## src/rtl/ffvl_pkg.sv

```systemverilog
package ffvl_pkg;
  typedef enum logic [1:0] {
    AM_UNIT    = 2'b00,
    AM_STRIDE  = 2'b01,
    AM_INDEXED = 2'b10,
    AM_RSVD    = 2'b11
  } addr_mode_e;

  typedef enum logic [1:0] {
    V_PASS  = 2'b00,
    V_LAST  = 2'b01,
    V_TRAP  = 2'b10,
    V_TRUNC = 2'b11
  } verdict_e;
endpackage

```

## src/rtl/ffvl_mode_check.sv

```systemverilog
module ffvl_mode_check
  import ffvl_pkg::*;
(
  input  logic       ff_en,
  input  logic [1:0] mode,
  output logic       illegal
);
  addr_mode_e am;

  always_comb begin
    am = addr_mode_e'(mode);
    unique case (am)
      AM_UNIT, AM_STRIDE: illegal = 1'b0;
      AM_INDEXED:         illegal = ff_en;
      default:            illegal = 1'b1;
    endcase
  end
endmodule

```

## src/rtl/ffvl_first_track.sv

```systemverilog
module ffvl_first_track (
  input  logic clk,
  input  logic rst_n,
  input  logic clear,
  input  logic mark,
  output logic seen
);
  always_ff @(posedge clk or negedge rst_n) begin
    if (!rst_n)     seen <= 1'b0;
    else if (clear) seen <= 1'b0;
    else if (mark)  seen <= 1'b1;
  end


  seen_clear_chk: assert property (@(posedge clk) disable iff (!rst_n)
    clear |=> !seen);
endmodule

```

## src/rtl/ffvl_verdict.sv

```systemverilog
module ffvl_verdict
  import ffvl_pkg::*;
(
  input  logic     active,
  input  logic     fault,
  input  logic     seen,
  input  logic     ff_en,
  input  logic     last,
  output verdict_e verdict
);
  always_comb begin
    if (active && fault) begin
      if (!seen || !ff_en) verdict = V_TRAP;
      else                 verdict = V_TRUNC;
    end else if (last) begin
      verdict = V_LAST;
    end else begin
      verdict = V_PASS;
    end
  end
endmodule

```

## src/rtl/ffvl_trunc_ctrl.sv

```systemverilog
module ffvl_trunc_ctrl
  import ffvl_pkg::*;
#(
  parameter int MAX_VL = 16,
  localparam int IDX_W = (MAX_VL > 1) ? $clog2(MAX_VL) : 1,
  localparam int VL_W  = $clog2(MAX_VL + 1)
) (
  input  logic              clk,
  input  logic              rst_n,
  input  logic              cmd_valid,
  output logic              cmd_ready,
  input  logic [VL_W-1:0]   cmd_vl,
  input  logic [MAX_VL-1:0] cmd_pred,
  input  logic [1:0]        cmd_mode,
  input  logic              cmd_ff,
  input  logic              el_valid,
  output logic              el_ready,
  input  logic [IDX_W-1:0]  el_idx,
  input  logic              el_fault,
  output logic              mem_allow,
  output logic              trap_req,
  output logic              done,
  output logic [VL_W-1:0]   vl_out,
  output logic              illegal_mode
);
  logic              busy_q;
  logic [VL_W-1:0]   vl_q;
  logic [MAX_VL-1:0] pred_q;
  logic              ff_q;
  logic              done_q, trap_q, ill_q;
  logic [VL_W-1:0]   vlout_q;

  logic     cmd_fire, el_fire;
  logic     bad_mode, seen, active, last;
  verdict_e verdict;

  assign cmd_ready = !busy_q && !done_q && !trap_q && !ill_q;
  assign el_ready  = busy_q;
  assign cmd_fire  = cmd_valid && cmd_ready;
  assign el_fire   = el_valid && el_ready;
  assign active    = pred_q[el_idx];
  assign last      = (VL_W'(el_idx) + VL_W'(1)) == vl_q;
  assign mem_allow = el_fire && active && !el_fault;

  ffvl_mode_check u_mode (
    .ff_en   (cmd_ff),
    .mode    (cmd_mode),
    .illegal (bad_mode)
  );

  ffvl_first_track u_first (
    .clk   (clk),
    .rst_n (rst_n),
    .clear (cmd_fire),
    .mark  (el_fire && active),
    .seen  (seen)
  );

  ffvl_verdict u_verdict (
    .active  (active),
    .fault   (el_fault),
    .seen    (seen),
    .ff_en   (ff_q),
    .last    (last),
    .verdict (verdict)
  );

  always_ff @(posedge clk or negedge rst_n) begin
    if (!rst_n) begin
      busy_q  <= 1'b0;
      vl_q    <= '0;
      pred_q  <= '0;
      ff_q    <= 1'b0;
      done_q  <= 1'b0;
      trap_q  <= 1'b0;
      ill_q   <= 1'b0;
      vlout_q <= '0;
    end else begin
      done_q <= 1'b0;
      trap_q <= 1'b0;
      ill_q  <= 1'b0;
      if (cmd_fire) begin
        vl_q   <= cmd_vl;
        pred_q <= cmd_pred;
        ff_q   <= cmd_ff;
        if (bad_mode) begin
          ill_q <= 1'b1;
        end else if (cmd_vl == '0) begin
          done_q  <= 1'b1;
          vlout_q <= '0;
        end else begin
          busy_q <= 1'b1;
        end
      end
      if (el_fire) begin
        unique case (verdict)
          V_TRAP: begin
            trap_q <= 1'b1;
            busy_q <= 1'b0;
          end
          V_TRUNC: begin
            done_q  <= 1'b1;
            vlout_q <= VL_W'(el_idx);
            busy_q  <= 1'b0;
          end
          V_LAST: begin
            done_q  <= 1'b1;
            vlout_q <= vl_q;
            busy_q  <= 1'b0;
          end
          default: ;
        endcase
      end
    end
  end

  assign trap_req     = trap_q;
  assign done         = done_q;
  assign vl_out       = vlout_q;
  assign illegal_mode = ill_q;


  done_pulse_chk: assert property (@(posedge clk) disable iff (!rst_n)
    done |=> !done);

  trap_pulse_chk: assert property (@(posedge clk) disable iff (!rst_n)
    trap_req |=> !trap_req);

  trap_excl_chk: assert property (@(posedge clk) disable iff (!rst_n)
    !(trap_req && done));

  trunc_shorter_chk: assert property (@(posedge clk) disable iff (!rst_n)
    done |-> vl_out <= vl_q);

  no_req_after_end_chk: assert property (@(posedge clk) disable iff (!rst_n)
    (done || trap_req) |-> (!el_ready && !mem_allow));

  illegal_idle_chk: assert property (@(posedge clk) disable iff (!rst_n)
    illegal_mode |-> (!el_ready && !done && !trap_req));

  grant_no_trap_chk: assert property (@(posedge clk) disable iff (!rst_n)
    mem_allow |=> !trap_req);

  idx_in_range_chk: assert property (@(posedge clk) disable iff (!rst_n)
    el_fire |-> VL_W'(el_idx) < vl_q);
endmodule

```

## config.mk

```make
export PLATFORM = sky130hd
export DESIGN_NAME = ffvl_trunc_ctrl
export DESIGN_NICKNAME = d
export VERILOG_FILES = /design/src/rtl/ffvl_pkg.sv /design/src/rtl/ffvl_mode_check.sv /design/src/rtl/ffvl_first_track.sv /design/src/rtl/ffvl_verdict.sv /design/src/rtl/ffvl_trunc_ctrl.sv
export SDC_FILE = /design/constraint.sdc
export NUM_CORES = 1
export LEC_CHECK = 0
export BUFFER_PORTS_ARGS = -buffer_cell sky130_fd_sc_hd__buf_2
export CAP_MARGIN = 20
export CORE_MARGIN = 4
export CORE_UTILIZATION = 40
export DETAILED_ROUTE_END_ITERATION = 10
export HOLD_SLACK_MARGIN = 0.06
export MAX_ROUTING_LAYER = met4
export SYNTH_ARGS = -nofsm -noshare
export SYNTH_HDL_FRONTEND = slang
export SYNTH_SLANG_ARGS = --single-unit
```

## constraint.sdc

```tcl
create_clock -name clk -period 2.9 [get_ports clk]
set_clock_uncertainty 0.2 [all_clocks]
set_input_delay 0.725 -clock clk [delete_from_list [all_inputs] [get_ports clk]]
set_output_delay 0.725 -clock clk [all_outputs]
set_load 0.01 [all_outputs]
```

==> flow_summary.html <==
<table>
<tr><th>Metric</th><th>Value</th></tr>
<tr><th colspan="2">Global routing</th></tr>
<tr><td>Total routing resource utilization after global routing</td><td>0.155</td></tr>
<tr><td>Global-route wire length before repair</td><td>6.00 mm</td></tr>
<tr><td>Initial antenna violation count</td><td>0</td></tr>
<tr><td>Total congestion overflow after global routing</td><td>0</td></tr>
<tr><td>Pin count of the biggest net entering global routing</td><td>33</td></tr>
<tr><td>Via count of the first global-routing pass</td><td>1330</td></tr>
<tr><th colspan="2">Hold path</th></tr>
<tr><td>Classification of the worst-slack hold path</td><td>primary input to async pin</td></tr>
<tr><th colspan="2">Synth</th></tr>
<tr><td>Ys async rst share</td><td>1.00</td></tr>
<tr><td>Warning count from the yosys run</td><td>0</td></tr>
<tr><td>Main area contributors after synthesis</td><td>sky130_fd_sc_hd__dfrtp_1 49%, sky130_fd_sc_hd__mux2_2 15%, sky130_fd_sc_hd__mux2i_1 5.5%</td></tr>
<tr><td>Fraction of synthesized cell area taken by the top area cell type</td><td>0.486</td></tr>
<tr><td>Yosys reg bits</td><td>32</td></tr>
<tr><td>Number of flops mapped to enable cells by yosys</td><td>0</td></tr>
<tr><td>Post-synthesis area per instance</td><td>11.6 um2</td></tr>
<tr><td>Syn Std Cell Area</td><td>1650 um2</td></tr>
<tr><td>Synthesized Nets</td><td>176</td></tr>
<tr><td>Cell type contributing the most total cell area after synthesis</td><td>sky130_fd_sc_hd__dfrtp_1</td></tr>
<tr><td>Number of standard cells after synthesis</td><td>142</td></tr>
<tr><td>Number of distinct library cells after synthesis</td><td>37</td></tr>
<tr><td>Predominant post-synthesis flop cell</td><td>sky130_fd_sc_hd__dfrtp_1</td></tr>
<tr><td>Sequential fraction of the synthesis area</td><td>0.486</td></tr>
<tr><th colspan="2">Place</th></tr>
<tr><td>Global placer's final weighted congestion</td><td>0.847</td></tr>
<tr><td>Number of port buffers</td><td>43</td></tr>
<tr><td>Post-DP Area</td><td>1960 um2</td></tr>
<tr><td>Post-placement worst setup slack</td><td>-0.0328 ns</td></tr>
<tr><td>Hpwl dp</td><td>2.87 mm</td></tr>
<tr><th colspan="2">Floorplan</th></tr>
<tr><td>Full die area</td><td>5210 um2</td></tr>
<tr><td>Top-level I/O count</td><td>44</td></tr>
<tr><td>Initial standard-cell utilization of the core</td><td>0.412</td></tr>
<tr><td>Vertical extent of the die</td><td>72.2 um</td></tr>
<tr><td>Horizontal extent of the die</td><td>72.2 um</td></tr>
<tr><td>Core Region</td><td>4000 um2</td></tr>
<tr><td>Std-Cell Rows</td><td>23</td></tr>
<tr><th colspan="2">Setup path</th></tr>
<tr><td>Worst Setup SP</td><td>el_idx[0]</td></tr>
<tr><td>Slack of the worst reg-to-reg path</td><td>0.45 ns</td></tr>
<tr><td>Worst Setup End Kind</td><td>output port</td></tr>
<tr><td>Critical Setup Path Class</td><td>primary input to output port</td></tr>
<tr><td>Kind of start point of the critical path</td><td>primary input</td></tr>
<tr><td>Arrival time of data at the critical path endpoint</td><td>1.92 ns</td></tr>
<tr><td>Capture instance of the worst register-to-register path</td><td>vl_out[3]$_DFF_PN0_</td></tr>
<tr><td>Start of the worst register-to-register path</td><td>pred_q[15]$_DFFE_PN0P_</td></tr>
<tr><td>Worst R2R Path Depth</td><td>10</td></tr>
<tr><td>Required time reported for the critical path endpoint</td><td>1.98 ns</td></tr>
<tr><td>Crit-path max FO</td><td>7</td></tr>
<tr><th colspan="2">Power and ir drop</th></tr>
<tr><td>Power per cell area</td><td>859 nW/um2</td></tr>
<tr><td>Worst VDD drop</td><td>462 uV</td></tr>
<tr><td>Total leakage power</td><td>1.01 nW</td></tr>
<tr><td>Total design power</td><td>0.00178 W</td></tr>
<tr><th colspan="2">Timing</th></tr>
<tr><td>Unrepaired setup endpoints after global routing</td><td>yes</td></tr>
<tr><td>Maximum achievable frequency</td><td>351 MHz</td></tr>
<tr><td>Final WS setup</td><td>0.0526 ns</td></tr>
<tr><td>Slew Limit Fails</td><td>0</td></tr>
<tr><td>Final setup TNS</td><td>0 ns</td></tr>
<tr><td>Final period utilization</td><td>0.982</td></tr>
<tr><td>Final critical-path required period</td><td>2.85 ns</td></tr>
<tr><td>Worst Tran Pin Value</td><td>0.679 ns</td></tr>
<tr><td>Total count of hold-check failures in the final report</td><td>0</td></tr>
<tr><td>Total of endpoints with negative setup slack in the final report</td><td>0</td></tr>
<tr><td>Relative max-transition margin</td><td>0.547</td></tr>
<tr><th colspan="2">Clock tree</th></tr>
<tr><td>Largest buffer count on any clock path</td><td>2</td></tr>
<tr><td>Clock tree from TritonCTS</td><td>built</td></tr>
<tr><td>Latest clock arrival within the worst-skew pair</td><td>0.28 ns</td></tr>
<tr><td>Total of hold buffers inserted after clock tree synthesis</td><td>0</td></tr>
<tr><td>CTS Buf Count</td><td>5</td></tr>
<tr><td>Clock transition at the register clock pins on the worst setup and hold paths after CTS</td><td>0.06 ns</td></tr>
<tr><td>Root buffer selected by CTS</td><td>sky130_fd_sc_hd__clkbuf_8</td></tr>
<tr><td>Sinks on Clock Net</td><td>32</td></tr>
<tr><td>H-tree levels</td><td>2</td></tr>
<tr><th colspan="2">Cells and area</th></tr>
<tr><td>Most common cell after layout, fill and taps aside</td><td>sky130_fd_sc_hd__buf_2</td></tr>
<tr><td>Layout cells sized above 1</td><td>0.434</td></tr>
<tr><td>Commonest cells after routing, fill and taps aside</td><td>42 x sky130_fd_sc_hd__buf_2, 32 x sky130_fd_sc_hd__dfrtp_1, 22 x sky130_fd_sc_hd__mux2_2</td></tr>
<tr><td>Area overhead of the layout relative to synthesis</td><td>25.9%</td></tr>
<tr><td>Number of filler cells placed in the layout</td><td>365</td></tr>
<tr><td>Area of all placed cells without fillers</td><td>2080 um2</td></tr>
<tr><td>Number of nets at the end of the flow</td><td>231</td></tr>
<tr><td>Number of inserted diodes</td><td>0</td></tr>
<tr><th colspan="2">Detailed routing</th></tr>
<tr><td>Length of the first detailed-routing pass in iterations</td><td>4</td></tr>
<tr><td>Routed Wire Length</td><td>3.53 mm</td></tr>
<tr><td>Initial DRC Count</td><td>39</td></tr>
<tr><td>Number of vias in the routed layout</td><td>1271</td></tr>
<tr><td>Routed WL per cell</td><td>14.2 um</td></tr>
<tr><td>Remaining antenna violation count after routing</td><td>0</td></tr>
<tr><td>Number of remaining DRC errors</td><td>0</td></tr>
<tr><td>Vias per cell</td><td>5.13</td></tr>
<tr><th colspan="2">Run status</th></tr>
<tr><td>Result of the run</td><td>completed</td></tr>
<tr><th colspan="2">Job</th></tr>
<tr><td>Max Cap Viol</td><td>0</td></tr>
</table>
[where the power goes]
part	internal, W	total [W]	switching (W)
clock network	0.000193	0.000344	0.000150
logic	0.000378	0.000648	0.000270
registers	0.000650	0.000792	0.000142
[worst max-delay path, cell delays in order]
cell and delay (ns):
sky130_fd_sc_hd__buf_12 0.11, sky130_fd_sc_hd__mux2i_1 0.11, sky130_fd_sc_hd__mux4_2 0.48, sky130_fd_sc_hd__mux2i_1 0.14, sky130_fd_sc_hd__nand3_1 0.11, sky130_fd_sc_hd__nor2_1 0.11
sky130_fd_sc_hd__buf_2 0.14
[cell type report]
class,instances,area [um2],area share
Inverter,2,7.51,0.00362
Sequential cell,32,801,0.386
Clock buffer,8,90.1,0.0434
Multi-Input combinational cell,103,810,0.390
Timing Repair Buffer,53,305,0.147
Tap cell,50,62.6,0.0301
[logic make-up (layout without fill, tap and decap cells)]
kind of cell               count (synthesis)  after routing  share of synthesized area
DFF                                       32             32                      0.486
xor gates and xnor gates                   5              5                     0.0266
and+or+nand+nor                           50             50                      0.167
adders and majority gates                  1              1                    0.00759
buffers and inverters                      7             63                     0.0235
AOI/OAI and AO/OA                         15             15                     0.0713
muxes                                     32             32                      0.219
[worst max-delay path by stage]
stage,to,depth (start not counted)
2_1_floorplan,mem_allow,6
3_3_place_gp,mem_allow,7
3_5_place_dp,vl_out[3]$_DFF_PN0_,9
4_1_cts,mem_allow,7
5_1_grt,mem_allow,7
6_report,mem_allow,7
[per-stage QoR]
stage                     instances  utilization  hold slack (ns)
after floorplan                 142            -            0.229
after global placement          238        0.489            0.262
after detailed placement        238        0.489            0.272
after CTS                       247        0.515            0.286
after global routing            248        0.519            0.307
final                           248        0.519            0.282
[state kept, by name, summed over array words and instances, names as in the netlist]
| signal | flops |
|---|---|
| el_ready | 1 |
| illegal_mode | 1 |
| vl_out | 5 |
| u_first.seen | 1 |
| vl_q | 5 |
| ff_q | 1 |
| trap_req | 1 |
| pred_q | 16 |
| done | 1 |
[cells in the mapped netlist (2+ instances only)]
cell type / n
sky130_fd_sc_hd__xor2_1: 2
sky130_fd_sc_hd__nand4_1: 2
sky130_fd_sc_hd__nor3b_1: 2
sky130_fd_sc_hd__and3_1: 3
sky130_fd_sc_hd__nand3_1: 4
sky130_fd_sc_hd__buf_2: 4
sky130_fd_sc_hd__nand2_1: 11
sky130_fd_sc_hd__o21ai_0: 3
sky130_fd_sc_hd__inv_1: 2
sky130_fd_sc_hd__mux2_2: 22
sky130_fd_sc_hd__dfrtp_1: 32
sky130_fd_sc_hd__o31ai_1: 2
sky130_fd_sc_hd__a211o_1: 3
sky130_fd_sc_hd__nor2_1: 12
sky130_fd_sc_hd__a22oi_1: 2
sky130_fd_sc_hd__xnor2_1: 3
sky130_fd_sc_hd__mux2i_1: 9
sky130_fd_sc_hd__nor2b_1: 5
[layer usage]
metal  track usage  vias up  part of all wire
li1              -      619                 -
met1         0.171      614              0.41
met2         0.261       32              0.51
met3        0.0443        6             0.058
met4        0.0626        0             0.018
met5             -        -                 0
[timing repair]
item | CTS | global route
buffers inserted | 1 | 1
endpoints found under the setup margin | 1 | 1
gates resized for setup | 2 | 2
pin swaps | 2 | 4
Note: power is estimated with default switching activity, not from simulation.
